<file path="src/rtl/pad_attr_pkg.sv">
// Package: shared definitions for the pad attribute controller.
// Gives the codes of the implementation selector and the number of kept
// low-order attribute bits for each build. Unknown codes map to zero kept
// bits, and the top module treats that as an elaboration error.
package pad_attr_pkg;

    localparam int IMPL_GENERIC = 0;
    localparam int IMPL_FPGA    = 1;

    // Number of low-order attribute bits a build keeps; 0 marks an unknown code.
    function automatic int kept_bits(input int impl);
        case (impl)
            IMPL_GENERIC: return 6;
            IMPL_FPGA:    return 2;
            default:      return 0;
        endcase
    endfunction

endpackage

</file>
<file path="src/rtl/pad_attr_slot.sv">
// Module: one pad's attribute register.
// Takes the masked write data on an edge where the strobe is high and holds
// otherwise. Bits outside KEEP are never stored.
// Assumes a synchronous active-low reset and a strobe that is one cycle wide
// per write.
module pad_attr_slot #(
    parameter int ATTR_W = 8,
    parameter logic [ATTR_W-1:0] KEEP = '1
) (
    input  logic              clk,
    input  logic              rst_n,
    input  logic              we,
    input  logic [ATTR_W-1:0] wdata,
    output logic [ATTR_W-1:0] attr
);

    logic [ATTR_W-1:0] attr_q;

    // Register update: clear on reset, load masked data on a strobe.
    always_ff @(posedge clk) begin
        if (!rst_n) begin
            attr_q <= '0;
        end else if (we) begin
            attr_q <= wdata & KEEP;
        end
    end

    assign attr = attr_q;

    // reset clears the register, whatever the strobe is.
    p_reset_clear_r1: assert property (@(posedge clk)
        !rst_n |=> attr == '0);

    // a strobe loads the written data with the mask applied.
    p_write_load_r2: assert property (@(posedge clk) disable iff (!rst_n)
        we |=> attr == ($past(wdata) & KEEP));

    // no strobe means no change.
    p_hold_r5: assert property (@(posedge clk) disable iff (!rst_n)
        !we |=> $stable(attr));

    // bits outside the kept set read as zero.
    p_unkept_zero_r3: assert property (@(posedge clk) disable iff (!rst_n)
        (attr & ~KEEP) == '0);

endmodule

</file>
<file path="src/rtl/pad_attr_group.sv">
// Module: the attribute registers of one pad group.
// Builds one slot per pad. Pad p uses bits [p*ATTR_W +: ATTR_W] of the
// packed data and attribute vectors, and strobe bit p.
// Assumes that KEEP has already been checked by the top module.
module pad_attr_group #(
    parameter int NUM_PADS = 4,
    parameter int ATTR_W = 8,
    parameter logic [ATTR_W-1:0] KEEP = '1,
    localparam int VEC_W = NUM_PADS * ATTR_W
) (
    input  logic                clk,
    input  logic                rst_n,
    input  logic [NUM_PADS-1:0] we,
    input  logic [VEC_W-1:0]    wdata,
    output logic [VEC_W-1:0]    attr
);

    // One register per pad.
    for (genvar p = 0; p < NUM_PADS; p++) begin : g_pad
        pad_attr_slot #(
            .ATTR_W (ATTR_W),
            .KEEP   (KEEP)
        ) u_slot (
            .clk   (clk),
            .rst_n (rst_n),
            .we    (we[p]),
            .wdata (wdata[p*ATTR_W +: ATTR_W]),
            .attr  (attr[p*ATTR_W +: ATTR_W])
        );
    end

    // with no strobe in the group, the whole group stays as it is.
    p_group_quiet_r6: assert property (@(posedge clk) disable iff (!rst_n)
        we == '0 |=> $stable(attr));

endmodule

</file>
<file path="src/rtl/pad_attr_ctrl.sv">
// Module: top of the pad attribute controller.
// Derives the kept-bit mask from IMPL and builds one register group for the
// multiplexed pads and one for the dedicated pads.
// Elaboration stops with an error if IMPL is an unknown code or if ATTR_W is
// below 6.
module pad_attr_ctrl #(
    parameter int NUM_MUX = 6,
    parameter int NUM_DED = 4,
    parameter int ATTR_W = 8,
    parameter int IMPL = pad_attr_pkg::IMPL_GENERIC
) (
    input  logic                      clk,
    input  logic                      rst_n,
    input  logic [NUM_MUX-1:0]        mux_we,
    input  logic [NUM_MUX*ATTR_W-1:0] mux_wdata,
    output logic [NUM_MUX*ATTR_W-1:0] mux_attr,
    input  logic [NUM_DED-1:0]        ded_we,
    input  logic [NUM_DED*ATTR_W-1:0] ded_wdata,
    output logic [NUM_DED*ATTR_W-1:0] ded_attr
);

    localparam int KEEP_BITS = pad_attr_pkg::kept_bits(IMPL);
    localparam logic [ATTR_W-1:0] KEEP_MASK = ATTR_W'((1 << KEEP_BITS) - 1);

    // Build-time legality: stop elaboration on an unknown build or a narrow word.
    if (KEEP_BITS == 0) begin : g_bad_impl
        $error("pad_attr_ctrl: unsupported IMPL value %0d", IMPL);
    end
    if (ATTR_W < 6) begin : g_bad_width
        $error("pad_attr_ctrl: ATTR_W must be at least 6");
    end

    // Multiplexed pad group.
    pad_attr_group #(
        .NUM_PADS (NUM_MUX),
        .ATTR_W   (ATTR_W),
        .KEEP     (KEEP_MASK)
    ) u_mux_grp (
        .clk   (clk),
        .rst_n (rst_n),
        .we    (mux_we),
        .wdata (mux_wdata),
        .attr  (mux_attr)
    );

    // Dedicated pad group.
    pad_attr_group #(
        .NUM_PADS (NUM_DED),
        .ATTR_W   (ATTR_W),
        .KEEP     (KEEP_MASK)
    ) u_ded_grp (
        .clk   (clk),
        .rst_n (rst_n),
        .we    (ded_we),
        .wdata (ded_wdata),
        .attr  (ded_attr)
    );

    // a write to the multiplexed group only leaves the dedicated group alone.
    p_cross_group_r6: assert property (@(posedge clk) disable iff (!rst_n)
        (ded_we == '0 && mux_we != '0) |=> $stable(ded_attr));

endmodule

</file>
<file path="config.mk">
export PLATFORM = sky130hd
export DESIGN_NAME = pad_attr_ctrl
export DESIGN_NICKNAME = d
export VERILOG_FILES = /design/src/rtl/pad_attr_pkg.sv /design/src/rtl/pad_attr_slot.sv /design/src/rtl/pad_attr_group.sv /design/src/rtl/pad_attr_ctrl.sv
export SDC_FILE = /design/constraint.sdc
export NUM_CORES = 1
export LEC_CHECK = 0
export BUFFER_PORTS_ARGS = -buffer_cell sky130_fd_sc_hd__buf_2
export CAP_MARGIN = 20
export CORE_MARGIN = 2
export CORE_UTILIZATION = 44
export DETAILED_ROUTE_END_ITERATION = 6
export PLACE_DENSITY = 0.91
export RECOVER_POWER = 50
export SYNTH_ARGS = -nofsm -noshare
export SYNTH_HDL_FRONTEND = slang
export SYNTH_SLANG_ARGS = --single-unit
</file>
<file path="constraint.sdc">
create_clock -name clk -period 1.35 [get_ports clk]
set_input_delay 0.0675 -clock clk [delete_from_list [all_inputs] [get_ports clk]]
set_output_delay 0.0675 -clock clk [all_outputs]
set_load 0.1 [all_outputs]
</file>
==> flow_summary_export.csv <==
group,metric,value,unit
critical_path,crit_cells,1,
critical_path,cp.arrival,1.09,ns
placed_design,portBuffers,131,
clocking,cts_tree,"done",
timing,fmax,862,MHz
critical_path,endpoint_kind,"primary output",
grt,track_usage,0.170,
critical_path,setup.worst_path.start_class,"register",
layout,syn_to_final_growth,36.5,%
flow_run,maxCapViolCount,0,
synthesis,synth_compound_area_frac,0,
synthesis,seq_area_frac_synth,0.493,
critical_path,crit_chain,"buf_2",
routing,vias,1859,
grt,grt_start_max_net_pins,35,
critical_path,crit_slowest_cell,"buf_2",
power_and_ir_drop,p_int,2.87,mW
power_and_ir_drop,pwr-share-seq,0.407,
synthesis,synth_area_leaders,"dfxtp_1, mux2i_1, nor2b_1",
synthesis,yosysWarnings,0,
critical_path,ff2ff_path_depth,2,
routing,route.detailed.vias_per_inst,4.29,
layout,layout.nets,450,
placed_design,pre_cts_ws,0.447,ns
timing,period_minus_slack,1.16,ns
synthesis,synth_top_family_by_area,"multiplexers",
critical_path,setup.worst_path.end,"mux_attr[36]",
grt,grt_pass1_vias,1844,
routing,drtAntennaViolNets,0,
floorplanning,ios,172,
synthesis,yosys.area_share.simple,0.154,
timing,rsz0062_at_grt,"no",
clocking,htree_levels,3,
timing,hold_ws,0.0175,ns
floorplanning,chipWidth,78.4,µm
synthesis,synthMuxAreaShare,0.247,
synthesis,ys_ff_latch,60,
worst_hold_path,hp-class,"primary input to register",
critical_path,cp_max_fo,2,
power_and_ir_drop,swShare,0.395,
routing,drc_errors,0,
critical_path,cp-startpoint,"u_mux_grp.g_pad[4].u_slot.attr[4]",
power_and_ir_drop,pwr_density_cell,1420,mW/mm²
clocking,insertion_delay,0.31,ns
layout,final_core_util,0.611,
critical_path,r2r_end,"u_mux_grp.g_pad[0].u_slot.attr[2]",
power_and_ir_drop,power,4.74,mW
timing,slew_violations,0,
critical_path,path_buf_inv,1,
timing,worst_slack,0.190,ns
critical_path,max_stage_delay,0.43,ns
layout,antenna-diode-count,0,
timing,skew,0,ns
grt,grt_first_pass_wirelength,8060,µm
floorplanning,fp-row-count,27,
timing,fin_crit_sh,0.859,
floorplanning,dieArea,0.00615,mm²
clocking,clock-sinks,60,
clocking,root_buffer,"clkbuf_8",
routing,wl_per_cell,11.7,µm
clocking,path_clk_slew,0.07,ns
grt,antenna_found_initial,0,
synthesis,async_flop_share,0,
timing,tns,0,ns
synthesis,ys.flop_type,"dfxtp_1",
synthesis,yosysTopAreaCellShare,0.493,
synthesis,syn_area,0.00244,mm²
synthesis,synth_xor_area_frac,0,
power_and_ir_drop,p_leak,1.76,nW
timing,hold_violations,0,
floorplanning,start_util,0.448,
clocking,clk_path_buf_depth,2,
routing,first_pass_iters,4,
critical_path,worstPathRequired,1.28,ns
critical_path,r2r_slack,0.68,ns
synthesis,synth_cell_type_count,6,
clocking,cts_inserted_buffers,9,
synthesis,syn_inst,217,
clocking,cts.repair.resized,0,
synthesis,synth_edf_count,0,
layout,drive_gt1_frac,0.402,
grt,grt.overflow.total,0,
synthesis,synth_fa_ha_area_frac,0,
placed_design,gp_congestion,0.662,
power_and_ir_drop,max-vdd-ir-drop,0.795,mV
power_and_ir_drop,power.switching,1.87,mW
critical_path,reg2reg_from,"u_mux_grp.g_pad[0].u_slot.attr[2]",
run_status,status,"finished, final reports clean",
power_and_ir_drop,combPwrFrac,0.317,
critical_path,crit_family,"buffers and inverters",
placed_design,dp_hpwl,3660,µm
power_and_ir_drop,p_clk_frac,0.276,
synthesis,yosys-top-cells-count,"dfxtp_1, mux2i_1, nor2b_1, buf_4, buf_2",
routing,routed_wl,5080,µm
timing,setup_viol,0,
synthesis,synth.avg_cell_area,11.2,µm²
floorplanning,die_y,78.4,µm
critical_path,worstSetupPathType,"register to primary output",
floorplanning,coreArea,0.00544,mm²
routing,drt-initial-drc-count,32,
synthesis,yosysTopAreaCell,"dfxtp_1",
==> final cells by class <==
class                      count  area, µm²
fill                         451       2110
sequential                    60       1200
multi-input combinational    140       1050
timing repair buffer         147        826
clock buffer                  11        141
tap                           72       90.1
clock inverter                 3       15.0
==> repair_timing <==
action / CTS / global route
hold endpoints to repair: 15 / 0
hold buffers: 15 / 0
setup buffers: 0 / 0
==> metal layers <==
layer  GRT usage  part of all wire  vias to the layer above
met5           0                 0                        -
met4      0.0947             0.011                        0
met3      0.0425             0.062                        8
met2       0.315              0.52                       79
met1       0.173              0.40                      829
li1            -                 -                      943
==> how the worst min path moves through the flow <==
stage	slack, ns	to	from	cells past startpoint
after detailed placement	0.33	u_mux_grp.g_pad[4].u_slot.attr[1]	mux_wdata[33]	3
after CTS	0.0004	u_mux_grp.g_pad[4].u_slot.attr[4]	mux_wdata[36]	3
after global routing	0.005	u_mux_grp.g_pad[3].u_slot.attr[1]	mux_wdata[25]	3
final	0.02	u_ded_grp.g_pad[3].u_slot.attr[1]	ded_wdata[25]	3
after global placement	0.32	u_mux_grp.g_pad[3].u_slot.attr[3]	mux_wdata[27]	3
after floorplan	0.24	u_ded_grp.g_pad[0].u_slot.attr[0]	ded_wdata[0]	2
==> power groups by stage <==
stage	clock (mW)	sequential (mW)	combinational [mW]
floorplan	0	2.73	0.530
global placement	0	1.96	1.45
detailed placement	0	1.97	1.47
CTS	1.36	1.93	1.50
global route	1.45	1.94	1.56
finish	1.31	1.93	1.50
==> cell usage in the layout, fill, tap and decap left out <==
| cell | n |
|---|---|
| clkbuf_1 | 1 |
| clkinv_2 | 3 |
| conb_1 | 20 |
| dlygate4sd3_1 | 15 |
| mux2i_1 | 60 |
| buf_12 | 1 |
| dfxtp_1 | 60 |
| clkbuf_8 | 10 |
| nor2b_1 | 60 |
| buf_2 | 131 |
==> through the flow <==
| step | cells | cell area [µm²] |
|---|---|---|
| finish | 433 | 3320 |
| global route | 433 | 3320 |
| CTS | 433 | 3320 |
| floorplan | 236 | 2510 |
| global placement | 404 | 3020 |
| detailed placement | 404 | 3020 |
==> state kept, by name, summed over array words and instances, names as in the netlist <==
signal / cells
u_mux_grp.g_pad.u_slot.attr: 36
u_ded_grp.g_pad.u_slot.attr: 24
==> cells by family after synthesis <==
logic type / after synthesis
buffers and inverters: 36
flip-flops: 60
multiplexers: 60
other: 1
AND/OR/NAND/NOR: 60
(Power assumes the default switching activity.)
